==> config.mk <==
export PLATFORM = sky130hd
export DESIGN_NAME = otp_prog_ctrl
export DESIGN_NICKNAME = d
export VERILOG_FILES = /design/src/rtl/otp_pkg.sv /design/src/rtl/otp_busy_timer.sv /design/src/rtl/otp_word_store.sv /design/src/rtl/otp_cmd_decode.sv /design/src/rtl/otp_prog_ctrl.sv
export SDC_FILE = /design/constraint.sdc
export NUM_CORES = 1
export LEC_CHECK = 0
export ABC_AREA = 1
export BUFFER_PORTS_ARGS = -buffer_cell sky130_fd_sc_hd__buf_2
export CAP_MARGIN = 20
export CORE_UTILIZATION = 60
export CTS_CLUSTER_DIAMETER = 80
export DETAILED_ROUTE_END_ITERATION = 16
export MAX_ROUTING_LAYER = met4
export PLACE_DENSITY = 0.78
export SYNTH_ARGS = -nofsm -noshare
export SYNTH_HDL_FRONTEND = slang
export SYNTH_SLANG_ARGS = --single-unit
==> constraint.sdc <==
create_clock -name clk -period 4.9 [get_ports clk]
set_clock_uncertainty 0.05 [all_clocks]
set_input_delay 1.47 -clock clk [delete_from_list [all_inputs] [get_ports clk]]
set_output_delay 1.47 -clock clk [all_outputs]
set_load 0.01 [all_outputs]
==> src/rtl/otp_pkg.sv <==
package otp_pkg;
  typedef enum logic [1:0] {
    MODE_ARRAY  = 2'd0,
    MODE_SETUP  = 2'd1,
    MODE_BUSY   = 2'd2,
    MODE_STATUS = 2'd3
  } otp_mode_t;

  localparam logic [7:0] CODE_SETUP = 8'hC0;
  localparam logic [7:0] CODE_CLEAR = 8'h50;
  localparam logic [7:0] CODE_ARRAY = 8'hFF;

  localparam int STAT_READY_BIT = 7;
  localparam int STAT_ERR_BIT   = 4;
endpackage

==> src/rtl/otp_busy_timer.sv <==
module otp_busy_timer #(
  parameter int CYCLES = 16,
  localparam int CNT_W = $clog2(CYCLES + 1)
) (
  input  logic clk,
  input  logic rst,
  input  logic start,
  output logic busy,
  output logic done
);
  logic [CNT_W-1:0] cnt_q;

  always_ff @(posedge clk) begin
    if (rst) begin
      cnt_q <= '0;
    end else if (start) begin
      cnt_q <= CNT_W'(CYCLES);
    end else if (cnt_q != '0) begin
      cnt_q <= cnt_q - 1'b1;
    end
  end

  assign busy = (cnt_q != '0);
  assign done = (cnt_q == CNT_W'(1));

  // the window ends exactly once, on done
  assert_done_ends_R6: assert property (@(posedge clk) disable iff (rst)
    done |=> !busy);
  // busy cannot drop early
  assert_busy_holds_R6: assert property (@(posedge clk) disable iff (rst)
    (busy && !done) |=> busy);
endmodule

==> src/rtl/otp_word_store.sv <==
module otp_word_store #(
  parameter int DATA_W    = 16,
  parameter int OTP_WORDS = 8,
  parameter int ADDR_W    = 4,
  parameter int LOCK_BIT  = 1,
  localparam int N_WORDS  = OTP_WORDS + 1
) (
  input  logic              clk,
  input  logic              rst,
  input  logic              commit,
  input  logic [ADDR_W-1:0] commit_addr,
  input  logic [DATA_W-1:0] commit_data,
  input  logic [ADDR_W-1:0] rd_addr,
  output logic [DATA_W-1:0] rd_word,
  output logic              locked
);
  logic [DATA_W-1:0] words [N_WORDS];

  for (genvar i = 0; i < N_WORDS; i++) begin : g_word
    logic hit;
    assign hit = commit && (commit_addr == ADDR_W'(i));

    always_ff @(posedge clk) begin
      if (rst) begin
        words[i] <= '1;
      end else if (hit) begin
        words[i] <= words[i] & commit_data;
      end
    end

    // a stored bit never goes from 0 back to 1
    assert_no_rise_R2: assert property (@(posedge clk) disable iff (rst)
      (words[i] & ~$past(words[i])) == '0);

    if (i < OTP_WORDS) begin : g_user
      // a closed area keeps its user words
      assert_locked_hold_R5: assert property (@(posedge clk) disable iff (rst)
        $past(locked) |-> $stable(words[i]));
    end
  end

  assign locked = ~words[OTP_WORDS][LOCK_BIT];

  always_comb begin
    rd_word = '0;
    for (int k = 0; k < N_WORDS; k++) begin
      if (rd_addr == ADDR_W'(k)) rd_word = words[k];
    end
  end
endmodule

==> src/rtl/otp_cmd_decode.sv <==
module otp_cmd_decode
  import otp_pkg::*;
#(
  parameter int DATA_W    = 16,
  parameter int ADDR_W    = 4,
  parameter int LOCK_ADDR = 8
) (
  input  logic              clk,
  input  logic              rst,
  input  logic              wr_en,
  input  logic [ADDR_W-1:0] wr_addr,
  input  logic [DATA_W-1:0] wr_data,
  input  logic              locked,
  input  logic              done,
  output logic              start,
  output logic              commit,
  output logic [ADDR_W-1:0] commit_addr,
  output logic [DATA_W-1:0] commit_data,
  output otp_mode_t         mode,
  output logic              err
);
  logic [ADDR_W-1:0] p_addr;
  logic [DATA_W-1:0] p_data;
  logic              p_bad;
  logic              bad_now;
  logic [7:0]        code;

  assign code    = wr_data[7:0];
  assign bad_now = (wr_addr > ADDR_W'(LOCK_ADDR)) ||
                   ((wr_addr < ADDR_W'(LOCK_ADDR)) && locked);
  assign start   = wr_en && (mode == MODE_SETUP);
  assign commit  = done && !p_bad;
  assign commit_addr = p_addr;
  assign commit_data = p_data;

  always_ff @(posedge clk) begin
    if (rst) begin
      mode   <= MODE_ARRAY;
      err    <= 1'b0;
      p_addr <= '0;
      p_data <= '1;
      p_bad  <= 1'b0;
    end else begin
      case (mode)
        MODE_SETUP: begin
          if (wr_en) begin
            p_addr <= wr_addr;
            p_data <= wr_data;
            p_bad  <= bad_now;
            mode   <= MODE_BUSY;
          end
        end
        MODE_BUSY: begin
          if (done) begin
            mode <= MODE_STATUS;
            if (p_bad) err <= 1'b1;
          end
        end
        default: begin
          if (wr_en) begin
            case (code)
              CODE_SETUP: mode <= MODE_SETUP;
              CODE_CLEAR: err  <= 1'b0;
              CODE_ARRAY: mode <= MODE_ARRAY;
              default:    mode <= MODE_ARRAY;
            endcase
          end
        end
      endcase
    end
  end

  // nothing but the timer ends the busy mode
  assert_busy_uninterrupted_R7: assert property (@(posedge clk) disable iff (rst)
    (mode == MODE_BUSY && !done) |=> (mode == MODE_BUSY));
  // the error flag only falls on a clear code outside setup and busy
  assert_err_sticky_R8: assert property (@(posedge clk) disable iff (rst)
    (err && !(wr_en && code == CODE_CLEAR &&
              (mode == MODE_ARRAY || mode == MODE_STATUS))) |=> err);
endmodule

==> src/rtl/otp_prog_ctrl.sv <==
module otp_prog_ctrl
  import otp_pkg::*;
#(
  parameter int DATA_W      = 16,
  parameter int OTP_WORDS   = 8,
  parameter int ADDR_W      = 4,
  parameter int LOCK_BIT    = 1,
  parameter int PROG_CYCLES = 16
) (
  input  logic              clk,
  input  logic              rst,
  input  logic              wr_en,
  input  logic              rd_en,
  input  logic [ADDR_W-1:0] addr,
  input  logic [DATA_W-1:0] wdata,
  output logic [DATA_W-1:0] rdata
);
  localparam int LOCK_ADDR = OTP_WORDS;

  initial begin
    assert ((2 ** ADDR_W) > LOCK_ADDR && PROG_CYCLES >= 1)
      else $error("otp_prog_ctrl: parameter set out of range");
  end

  logic              start, busy, done, commit, locked, err;
  logic [ADDR_W-1:0] commit_addr;
  logic [DATA_W-1:0] commit_data, rd_word, status;
  otp_mode_t         mode;

  otp_busy_timer #(.CYCLES(PROG_CYCLES)) u_timer (
    .clk(clk), .rst(rst), .start(start), .busy(busy), .done(done)
  );

  otp_cmd_decode #(.DATA_W(DATA_W), .ADDR_W(ADDR_W), .LOCK_ADDR(LOCK_ADDR)) u_decode (
    .clk(clk), .rst(rst), .wr_en(wr_en), .wr_addr(addr), .wr_data(wdata),
    .locked(locked), .done(done), .start(start), .commit(commit),
    .commit_addr(commit_addr), .commit_data(commit_data), .mode(mode), .err(err)
  );

  otp_word_store #(.DATA_W(DATA_W), .OTP_WORDS(OTP_WORDS), .ADDR_W(ADDR_W),
                   .LOCK_BIT(LOCK_BIT)) u_store (
    .clk(clk), .rst(rst), .commit(commit), .commit_addr(commit_addr),
    .commit_data(commit_data), .rd_addr(addr), .rd_word(rd_word), .locked(locked)
  );

  always_comb begin
    status = '0;
    status[STAT_READY_BIT] = (mode != MODE_BUSY);
    status[STAT_ERR_BIT]   = err;
  end

  always_ff @(posedge clk) begin
    if (rst) begin
      rdata <= '0;
    end else if (rd_en) begin
      rdata <= (mode == MODE_ARRAY) ? rd_word : status;
    end
  end

  // a read taken while busy reports not ready
  assert_busy_read_R4: assert property (@(posedge clk) disable iff (rst)
    ($past(rd_en) && $past(busy)) |-> !rdata[STAT_READY_BIT]);
endmodule

==> run metrics <==
status completed; clock root buffer clkbuf_16; vias per cell 5.81; largest cells by area after synthesis edfxtp_1, nand2_1, dfxtp_1, inv_1, o21ai_0; Initial Util 61.3%; Die X 124 um; PnR worst setup slack 1510 ps; required time worst endpoint 4900 ps; largest net degree at the start of global routing 38; Final ANT Viol Nets 0; Fin Setup TNS 0 ps; Tightest Pin Transition 875 ps; vias in the first global route 6427; share of cells above drive strength 1 10.1%; Mean Syn Cell Area 8.94 um^2; Synthesis Warnings 0; Mapped Cells 993; Setup CP Type in -> reg; remaining global-route overflow 0; Final period util 69.1%; CP cell instances buf_2 > inv_1 > nand2_1; Area Overhead vs Synth 8.27%; Total Routing Usage GR 31.0%; H-Tree Depth 4; top cell type's share of synthesized area 48.7%; Synth Register Bits 189; Synth cell types 31; CP max FO 28; Final Max Tran Viols 0; Max Cap Viol 0; clock latency on the worst-skew pair 430 ps; hold crit path type reg -> reg; Diodes inserted 0; DR DRC count 0; Layout fillers 1178; dominant cell type by area after synthesis edfxtp_1; Hold Vio Cnt, Final 0; IO buf count 39; cts hold-fix bufs 0; register area 5230 um^2; DP Area 9070 um^2; CTS Sinks 189; total CTS buffers 17; element type at the critical path start input pin; Rows 44; ports placed on the boundary 40; area of the multi-input gates 2960 um^2; fin util 66.4%; sequential area share after synthesis 58.9%; Clock transition at path regs 60 ps; routed len/inst 18.2 um; Static Leakage 0.00416 uW; initial antenna violation count 0; First-pass DRT Iterations 6; core area 14500 um^2; Die Height 124 um; Rel. slew slack 41.6%; final setup vio count 0; first-pass GRT wire length 33.5 mm; Synth Cell Area 8880 um^2; post-cts sizing count 0; CP Capture Type flop; clock tree buffer depth 2; Critical Path Max Stage Delay 780 ps; CTS tree yes; post-synth net total 1023; final instance area 9610 um^2; RSZ-0062 raised after global routing false; setup bufs post-CTS 0; Slowest-stage cell, CP nand2_1; post-DP HPWL 14.3 mm; via count 6994; Fmax 0.295 GHz; initial drt markers 767; routability cong. 0.871; WP data arrival 3390 ps; Final nets 1036; Die Footprint 15300 um^2; final wirelength 21.9 mm; Placement Setup Slack 1100 ps; Final Critical Period 3390 ps; cell area power density 351 nW/um^2; final hold slack 415 ps; worst vdd ir 340 uV
[final timing paths]
check / from / endpoint / slack [ps] / depth (start not counted)
worst max-delay path: rst / u_store.words[7][5]$_SDFFCE_PN1P_ / 1510 / 3
worst min-delay path: rdata[12]$_SDFFE_PP0P_ / rdata[12]$_SDFFE_PP0P_ / 420 / 2
worst max register to register: u_timer.cnt_q[1]$_SDFFE_PP0P_ / u_store.words[7][5]$_SDFFCE_PN1P_ / 2540 / 8
worst min register to register: rdata[12]$_SDFFE_PP0P_ / rdata[12]$_SDFFE_PP0P_ / 420 / 2
[final cells by class]
cell class | count | area share, %
sequential | 189 | 54.4
tap | 184 | 2.40
timing repair buffer | 43 | 2.34
multi-input combinational | 640 | 30.8
clock buffer | 24 | 5.01
clock inverter | 8 | 0.586
inverter | 115 | 4.52
[cell usage in the layout (no fill, tap or decap)]
master / netlist / routed
a21oi_1: 36 / 36
a22oi_1: 3 / 3
buf_2: 12 / 39
buf_4: 6 / 4
clkbuf_1: 11 / 4
clkbuf_16: 0 / 17
clkbuf_8: 0 / 3
clkinv_1: 1 / 1
clkinv_2: 2 / 4
clkinv_4: 0 / 1
clkinvlp_4: 0 / 1
dfxtp_1: 45 / 45
edfxtp_1: 144 / 144
ha_1: 6 / 6
inv_1: 109 / 109
inv_2: 3 / 3
inv_4: 0 / 2
inv_6: 0 / 2
nand2_1: 314 / 314
nand2_2: 8 / 8
nand3_1: 74 / 74
nand3_2: 1 / 1
nand4_1: 29 / 29
nor2_1: 61 / 60
nor2_2: 3 / 3
nor2_4: 11 / 12
nor3_1: 5 / 5
nor3_4: 2 / 2
nor4_1: 2 / 2
o21ai_0: 76 / 76
o21ai_1: 2 / 2
o22ai_1: 3 / 3
or2_2: 1 / 1
xnor2_1: 2 / 2
xor2_1: 1 / 1
[synthesized netlist by cell type]
master,count
nand2_1,314
edfxtp_1,144
inv_1,109
o21ai_0,76
nand3_1,74
nor2_1,61
dfxtp_1,45
a21oi_1,36
nand4_1,29
buf_1,14
buf_2,12
clkbuf_1,11
nor2_4,11
nand2_2,8
buf_4,6
buf_6,6
ha_1,6
nor3_1,5
a22oi_1,3
inv_2,3
nor2_2,3
o22ai_1,3
clkinv_2,2
nor3_4,2
nor4_1,2
o21ai_1,2
xnor2_1,2
clkinv_1,1
nand3_2,1
or2_2,1
xor2_1,1
[sequential cells by signal, indices dropped and copies added (netlist names)]
signal / flops
u_store.words: 144
u_timer.cnt_q: 5
u_decode.p_bad: 1
u_decode.err: 1
u_decode.mode: 2
rdata: 16
u_decode.commit_data: 16
u_decode.commit_addr: 4
[cell families after synthesis]
| kind of cell | count (synthesis) | synth area share (%) |
|---|---|---|
| buffers and inverters | 164 | 7.89 |
| AND/OR/NAND/NOR | 511 | 25.2 |
| adder cells (fa/ha/maj) | 6 | 0.846 |
| AO/OA/AOI/OAI | 120 | 6.89 |
| flip-flops | 189 | 58.9 |
| XOR/XNOR | 3 | 0.296 |
[critical path: cells and delay by family]
family,cells,cell delay (ps)
buffers and inverters,2,1110
AND/OR/NAND/NOR,1,780
[power by group]
part | switching, uW | total (uW) | internal, uW
combinational | 224 | 317 | 93.7
sequential | 18.7 | 1770 | 1750
clock | 596 | 1290 | 694
[per-layer routing]
| metal | vias to the layer above | GRT usage (%) | part of all wire (%) |
|---|---|---|---|
| li1 | 3283 | - | - |
| met1 | 3284 | 40.0 | 41 |
| met2 | 373 | 48.4 | 47 |
| met3 | 54 | 5.17 | 8.0 |
| met4 | 0 | 13.8 | 3.9 |
| met5 | - | - | 0 |
[metrics by stage]
stage                     std cells  power, uW
after floorplan                 993       2020
after detailed placement       1171       2120
after CTS                      1203       3370
final                          1203       3370
after global routing           1203       3480
after global placement         1171       2110
(Power assumes the default switching activity.)
